$ cat src/rtl/twi_pkg.sv
package twi_pkg;
  localparam logic [3:0] DEV_CODE = 4'b1010;

  typedef enum logic [2:0] {
    S_IDLE,
    S_DEV,
    S_AHI,
    S_ALO,
    S_WDAT,
    S_ACK,
    S_TX,
    S_RACK
  } state_t;
endpackage

$ cat src/rtl/twi_deglitch.sv
module twi_deglitch #(
  parameter int GLITCH_CYC = 4
) (
  input  logic clk,
  input  logic rst_n,
  input  logic din,
  output logic dout
);
  localparam int CW = $clog2(GLITCH_CYC) + 1;

  logic [1:0]    sync_q;
  logic [CW-1:0] cnt_q, cnt_d;
  logic          out_q, out_d;

  always_comb begin
    cnt_d = '0;
    out_d = out_q;
    if (sync_q[1] != out_q) begin
      if (cnt_q == CW'(GLITCH_CYC - 1)) out_d = sync_q[1];
      else                               cnt_d = cnt_q + CW'(1);
    end
  end

  always_ff @(posedge clk or negedge rst_n) begin
    if (!rst_n) begin
      sync_q <= 2'b11;
      cnt_q  <= '0;
      out_q  <= 1'b1;
    end else begin
      sync_q <= {sync_q[0], din};
      cnt_q  <= cnt_d;
      out_q  <= out_d;
    end
  end

  assign dout = out_q;
endmodule

$ cat src/rtl/twi_addr_ctr.sv
module twi_addr_ctr #(
  parameter int ADDR_W = 15,
  parameter int PAGE_W = 6
) (
  input  logic              clk,
  input  logic              rst_n,
  input  logic              ld_hi,
  input  logic              ld_lo,
  input  logic              inc_rd,
  input  logic              inc_wr,
  input  logic [7:0]        din,
  output logic [ADDR_W-1:0] addr
);
  localparam int HI_W = ADDR_W - 8;

  logic [ADDR_W-1:0] a_q, a_d;
  logic              en;

  assign en = ld_hi | ld_lo | inc_rd | inc_wr;

  always_comb begin
    a_d = a_q;
    if (ld_hi)       a_d[ADDR_W-1:8] = din[HI_W-1:0];
    else if (ld_lo)  a_d[7:0] = din;
    else if (inc_rd) a_d = a_q + ADDR_W'(1);
    else if (inc_wr) a_d[PAGE_W-1:0] = a_q[PAGE_W-1:0] + PAGE_W'(1);
  end

  always_ff @(posedge clk or negedge rst_n) begin
    if (!rst_n)  a_q <= '0;
    else if (en) a_q <= a_d;
  end

  assign addr = a_q;
endmodule

$ cat src/rtl/twi_mem_slave.sv
module twi_mem_slave
  import twi_pkg::*;
#(
  parameter int ADDR_W     = 15,
  parameter int PAGE_W     = 6,
  parameter int GLITCH_CYC = 4
) (
  input  logic              clk,
  input  logic              rst_n,
  input  logic              scl_in,
  input  logic              sda_in,
  output logic              sda_oe,
  input  logic [2:0]        dev_sel,
  input  logic              wr_busy,
  output logic [ADDR_W-1:0] mem_addr,
  output logic [7:0]        mem_wdata,
  output logic              mem_we,
  output logic              mem_re,
  input  logic [7:0]        mem_rdata,
  output logic              mem_commit
);
  logic [1:0] rst_sq;
  logic       rst_i;

  always_ff @(posedge clk or negedge rst_n) begin
    if (!rst_n) rst_sq <= 2'b00;
    else        rst_sq <= {rst_sq[0], 1'b1};
  end
  assign rst_i = rst_sq[1];

  logic scl_f, sda_f, scl_p, sda_p;

  twi_deglitch #(.GLITCH_CYC(GLITCH_CYC)) u_scl_flt (
    .clk(clk), .rst_n(rst_i), .din(scl_in), .dout(scl_f));
  twi_deglitch #(.GLITCH_CYC(GLITCH_CYC)) u_sda_flt (
    .clk(clk), .rst_n(rst_i), .din(sda_in), .dout(sda_f));

  always_ff @(posedge clk or negedge rst_i) begin
    if (!rst_i) begin
      scl_p <= 1'b1;
      sda_p <= 1'b1;
    end else begin
      scl_p <= scl_f;
      sda_p <= sda_f;
    end
  end

  logic scl_rise, scl_fall, start_ev, stop_ev;
  assign scl_rise = scl_f & ~scl_p;
  assign scl_fall = ~scl_f & scl_p;
  assign start_ev = scl_f & scl_p & sda_p & ~sda_f;
  assign stop_ev  = scl_f & scl_p & ~sda_p & sda_f;

  state_t     st_q, st_d, nx_q, nx_d;
  logic [3:0] bit_q, bit_d;
  logic [7:0] sh_q, sh_d;
  logic       oe_q, oe_d, dirty_q, dirty_d;
  logic       ld_hi, ld_lo, inc_rd, inc_wr;
  logic       dev_hit;

  assign dev_hit = (sh_q[7:4] == DEV_CODE) && (sh_q[3:1] == dev_sel) && !wr_busy;

  always_comb begin
    st_d = st_q;  nx_d = nx_q;  bit_d = bit_q;  sh_d = sh_q;
    oe_d = oe_q;  dirty_d = dirty_q;
    ld_hi = 1'b0; ld_lo = 1'b0; inc_rd = 1'b0; inc_wr = 1'b0;
    mem_we = 1'b0; mem_re = 1'b0; mem_commit = 1'b0;
    if (stop_ev) begin
      st_d       = S_IDLE;
      oe_d       = 1'b0;
      mem_commit = dirty_q;
      dirty_d    = 1'b0;
    end else if (start_ev) begin
      st_d  = S_DEV;
      bit_d = 4'd0;
      oe_d  = 1'b0;
    end else begin
      case (st_q)
        S_DEV, S_AHI, S_ALO, S_WDAT: begin
          if (scl_rise) begin
            sh_d  = {sh_q[6:0], sda_f};
            bit_d = bit_q + 4'd1;
          end else if (scl_fall && bit_q == 4'd8) begin
            bit_d = 4'd0;
            oe_d  = 1'b1;
            st_d  = S_ACK;
            case (st_q)
              S_DEV: begin
                if (!dev_hit) begin
                  oe_d = 1'b0;
                  st_d = S_IDLE;
                end else if (sh_q[0]) begin
                  nx_d   = S_TX;
                  mem_re = 1'b1;
                end else begin
                  nx_d = S_AHI;
                end
              end
              S_AHI: begin
                ld_hi = 1'b1;
                nx_d  = S_ALO;
              end
              S_ALO: begin
                ld_lo = 1'b1;
                nx_d  = S_WDAT;
              end
              default: begin
                mem_we  = 1'b1;
                inc_wr  = 1'b1;
                dirty_d = 1'b1;
                nx_d    = S_WDAT;
              end
            endcase
          end
        end
        S_ACK: begin
          if (scl_fall) begin
            st_d = nx_q;
            if (nx_q == S_TX) begin
              sh_d  = mem_rdata;
              oe_d  = ~mem_rdata[7];
              bit_d = 4'd1;
            end else begin
              oe_d  = 1'b0;
            end
          end
        end
        S_TX: begin
          if (scl_fall) begin
            if (bit_q == 4'd8) begin
              oe_d   = 1'b0;
              st_d   = S_RACK;
              inc_rd = 1'b1;
            end else begin
              oe_d  = ~sh_q[6];
              sh_d  = {sh_q[6:0], 1'b0};
              bit_d = bit_q + 4'd1;
            end
          end
        end
        S_RACK: begin
          if (scl_rise) begin
            if (!sda_f) begin
              st_d   = S_ACK;
              nx_d   = S_TX;
              mem_re = 1'b1;
            end else begin
              st_d = S_IDLE;
            end
          end
        end
        default: ;
      endcase
    end
  end

  always_ff @(posedge clk or negedge rst_i) begin
    if (!rst_i) begin
      st_q    <= S_IDLE;
      nx_q    <= S_IDLE;
      bit_q   <= 4'd0;
      sh_q    <= 8'h00;
      oe_q    <= 1'b0;
      dirty_q <= 1'b0;
    end else begin
      st_q    <= st_d;
      nx_q    <= nx_d;
      bit_q   <= bit_d;
      sh_q    <= sh_d;
      oe_q    <= oe_d;
      dirty_q <= dirty_d;
    end
  end

  twi_addr_ctr #(.ADDR_W(ADDR_W), .PAGE_W(PAGE_W)) u_ctr (
    .clk(clk), .rst_n(rst_i), .ld_hi(ld_hi), .ld_lo(ld_lo),
    .inc_rd(inc_rd), .inc_wr(inc_wr), .din(sh_q), .addr(mem_addr));

  assign sda_oe    = oe_q;
  assign mem_wdata = sh_q;
endmodule

$ cat config.mk
export PLATFORM = sky130hd
export DESIGN_NAME = twi_mem_slave
export DESIGN_NICKNAME = d
export VERILOG_FILES = /design/src/rtl/twi_pkg.sv /design/src/rtl/twi_deglitch.sv /design/src/rtl/twi_addr_ctr.sv /design/src/rtl/twi_mem_slave.sv
export SDC_FILE = /design/constraint.sdc
export NUM_CORES = 1
export LEC_CHECK = 0
export ABC_AREA = 1
export BUFFER_PORTS_ARGS = -buffer_cell sky130_fd_sc_hd__buf_2
export CORE_MARGIN = 5
export CORE_UTILIZATION = 41
export CTS_CLUSTER_DIAMETER = 80
export DETAILED_ROUTE_END_ITERATION = 7
export GPL_TIMING_DRIVEN = 0
export PLACE_DENSITY = 0.65
export SYNTH_ARGS = -nofsm -noshare
export SYNTH_HDL_FRONTEND = slang
export SYNTH_SLANG_ARGS = --single-unit
$ cat constraint.sdc
create_clock -name clk -period 1.5 [get_ports clk]
set_input_delay 0.45 -clock clk [delete_from_list [all_inputs] [get_ports clk]]
set_output_delay 0.45 -clock clk [all_outputs]
set_load 0.01 [all_outputs]
==> flow_summary.ini <==
[sta]
fin_skew_ns = 0.00853
fmax_mhz = 478
setup_viol = 37
relSlewSlack_pct = 56.5
fin_crit_sh_pct = 139
tightest_slew_ns = 0.652
fin_ws_ns = -0.590
drv_slew = 0
final-hold-violation-count = 0
rsz0062_at_grt = true
fin_crit_ns = 2.09
hold_slack_ns = 0.225

[synthesis]
yosys.area_share.adder_pct = 2.07
syn_area_um2 = 3020
syn_nets = 427
synth-edff-count = 0
synth_top_area_share_pct = 35.6
muxShareOfSynthArea_pct = 0
synth_cells = 406
synth_compound_area_share_pct = 9.27
post-synth-top-area-cell = dfrtp_1
synth_simple_gate_area_share_pct = 35.9
seq_area_frac_synth_pct = 42.5
synth-seq-cells = 51
ys.flop_type = dfrtp_1
ys_types = 36
async_flop_share_pct = 100
yosysWarnings = 0
synthXorXnorAreaFrac_pct = 2.61
synth_top_family_by_area = simple AND/OR/NAND/NOR gates
syn_area_per_cell_um2 = 7.45
ys_top_cells_by_area = dfrtp_1, nand2_1, nand3_1, dfstp_2, inv_1

[drt]
firstDrtPassIters = 7
drt_wl_total_mm = 8.87
drc = 0
drt_iter0_drc = 220
ant_nets = 0
via_per_inst = 5.25
route.vias.total = 3191
wl_per_cell_um = 14.6

[placement]
dp.cells = 547
port_buffers = 42
gp_congestion = 0.853
hpwl_mm = 5.59
postPlaceCellArea_um2 = 3440

[die]
fp.dieW_um = 95.9
rows = 31
die_area_um2 = 9190
core_um2 = 7210
io-pin-count = 43
dieHeight_um = 95.9
start_util_pct = 41.9

[layout]
design_area_um2 = 4360
final_layout_size_suffix_gt1_share_pct = 42.6
diodes = 0
areaGrowthSynthToFinish_pct = 44.2
seqCellArea_um2 = 1290
instances_no_fill = 608
multi_input_area_um2 = 1870
fin_nets = 529
fin_util_pct = 60.4
fillers = 624

[clock_tree]
clockRootBuffer = clkbuf_8
numClockSinks = 51
cts.path.max_buffers = 2
htreeDepth = 2
clk_latency_ns = 0.31
path_clk_slew_ns = 0.10
numCtsBuffers = 5
cts_tree = done

[worst_setup_path]
slowest_stage = dfrtp_1
worstPathRequired_ns = 1.05
cp-start-kind = flip-flop
regToRegSetupSlack_ns = -0.37
crit_top_cell = inv_2
endpoint_kind = output pin
cp_max_fo = 8
cp_cell_sequence = buf_6 -> inv_2 -> nand3_2 -> inv_2 -> nand2_2 -> o31ai_4 -> buf_2
cp.arrival_ns = 1.64
critPathKind = reg2out
cpPeakStageDelay_ns = 0.39

[status]
violations = negative setup slack
status = finished with violations

[global_routing]
grt_first_pass_wirelength_mm = 14.1
grt_use_total_pct = 19.4
first_global_vias = 2983
globalRouteOverflowTotal = 0
antenna_found_initial = 0
grt_max_degree = 50

[run]
maxCapViolCount = 0

[pwr]
peakVddDrop_uv = 979
power_w = 0.00755
p_leak_nw = 2.15
power.density_nw_per_um2 = 1730

[hold_path]
hold_path_class = in2reg
-- synthesized netlist by cell type (2+ instances only) --
master,number
o21ai_1,8
nand2_4,3
buf_2,3
dfrtp_1,43
inv_2,8
nand2_1,127
nand3_4,2
buf_4,2
a21oi_1,9
o211ai_1,5
o21ai_0,22
nand2_2,5
nor2_1,26
xor2_1,3
dfstp_2,8
a22oi_1,3
nand4_1,3
ha_1,5
nor3_1,12
inv_1,39
nor2_2,5
xnor2_1,6
nor2_4,2
nand3_1,45
-- critical path: cells and delay by family (launching register included) --
kind            cells  cell delay [ns]
buf+inv             4             0.50
compound gates      1             0.28
simple gates        2             0.18
flops               1             0.39
-- flip-flops by register name (all words and copies together), names as in the netlist --
name,count
u_sda_flt.dout,1
st_q,3
mem_wdata,8
u_sda_flt.sync_q,2
rst_sq,2
dirty_q,1
sda_oe,1
u_scl_flt.sync_q,2
u_ctr.addr,15
sda_p,1
bit_q,4
scl_p,1
u_scl_flt.cnt_q,3
u_scl_flt.dout,1
nx_q,3
u_sda_flt.cnt_q,3
-- power breakdown --
group	leakage (nW)	total (W)	switching, W	internal (W)
Clock	0.0485	0.000838	0.000502	0.000336
Sequential	0.623	0.00208	0.000315	0.00177
Combinational	1.48	0.00463	0.00276	0.00187
-- area by class of cell --
class / count / share of cell area [%]
tap: 99 / 2.84
buffer: 7 / 1.66
sequential: 51 / 29.7
timing repair buffer: 94 / 16.1
clock inverter: 3 / 0.516
inverter: 48 / 4.65
clock buffer: 5 / 1.58
multi-input combinational: 301 / 43.0
-- cell families (layout without fill, tap and decap cells) --
| kind of cell | after synthesis | count (layout) |
|---|---|---|
| adder cells (fa/ha/maj) | 5 | 5 |
| flip-flops | 51 | 51 |
| AO/OA/AOI/OAI | 50 | 50 |
| AND/OR/NAND/NOR | 235 | 236 |
| other | 1 | 1 |
| XOR/XNOR | 9 | 9 |
| buffers and inverters | 55 | 157 |
-- timing repair --
item	CTS	global route
endpoints found under the hold margin	2	0
gates resized for setup	67	63
pin swaps	23	31
endpoints found under the setup margin	37	42
setup buffers	29	22
cloned	3	1
hold buffers	1	0
-- layout by cell type (no fill, tap or decap), drive strengths merged --
master / count
buf: 99
or2: 1
nor2: 33
conb: 1
nand3: 48
o21ai: 30
a21boi: 1
clkinv: 2
dlygate4sd3: 1
dfrtp: 43
inv: 49
dfstp: 8
ha: 5
o31ai: 1
nor3b: 1
clkbuf: 6
o211a: 1
nor3: 13
nand2: 136
a22oi: 3
xor2: 3
xnor2: 6
o211ai: 5
a21oi: 9
nand4: 4
-- final timing paths --
check	to	depth (start not counted)	from
worst max-delay path	mem_re	7	st_q[2]
worst min-delay path	u_scl_flt.sync_q[0]	1	scl_in
worst max register to register	u_ctr.addr[4]	11	u_scl_flt.dout
worst min register to register	rst_sq[1]	0	rst_sq[0]
max in group asynchronous	st_q[1]	0	rst_sq[1]
min in group asynchronous	u_ctr.addr[10]	0	rst_sq[1]
-- metrics by stage --
step	setup WS, ns	TNS (ns)
after floorplan	-0.0707	-0.275
final	-0.590	-9.07
after global routing	-0.655	-12.48
after CTS	-0.576	-7.73
after global placement	-0.330	-7.09
after detailed placement	-0.325	-8.07
-- routing by layer --
layer  share of wire (%)  GRT usage [%]  vias to the layer above
met3                 4.8           3.52                       18
li1                    -              -                     1521
met5                   0              0                        -
met2                  52           32.2                      107
met1                  42           25.6                     1545
met4                 1.6           6.40                        0
Power figures use the tool's default switching activity.
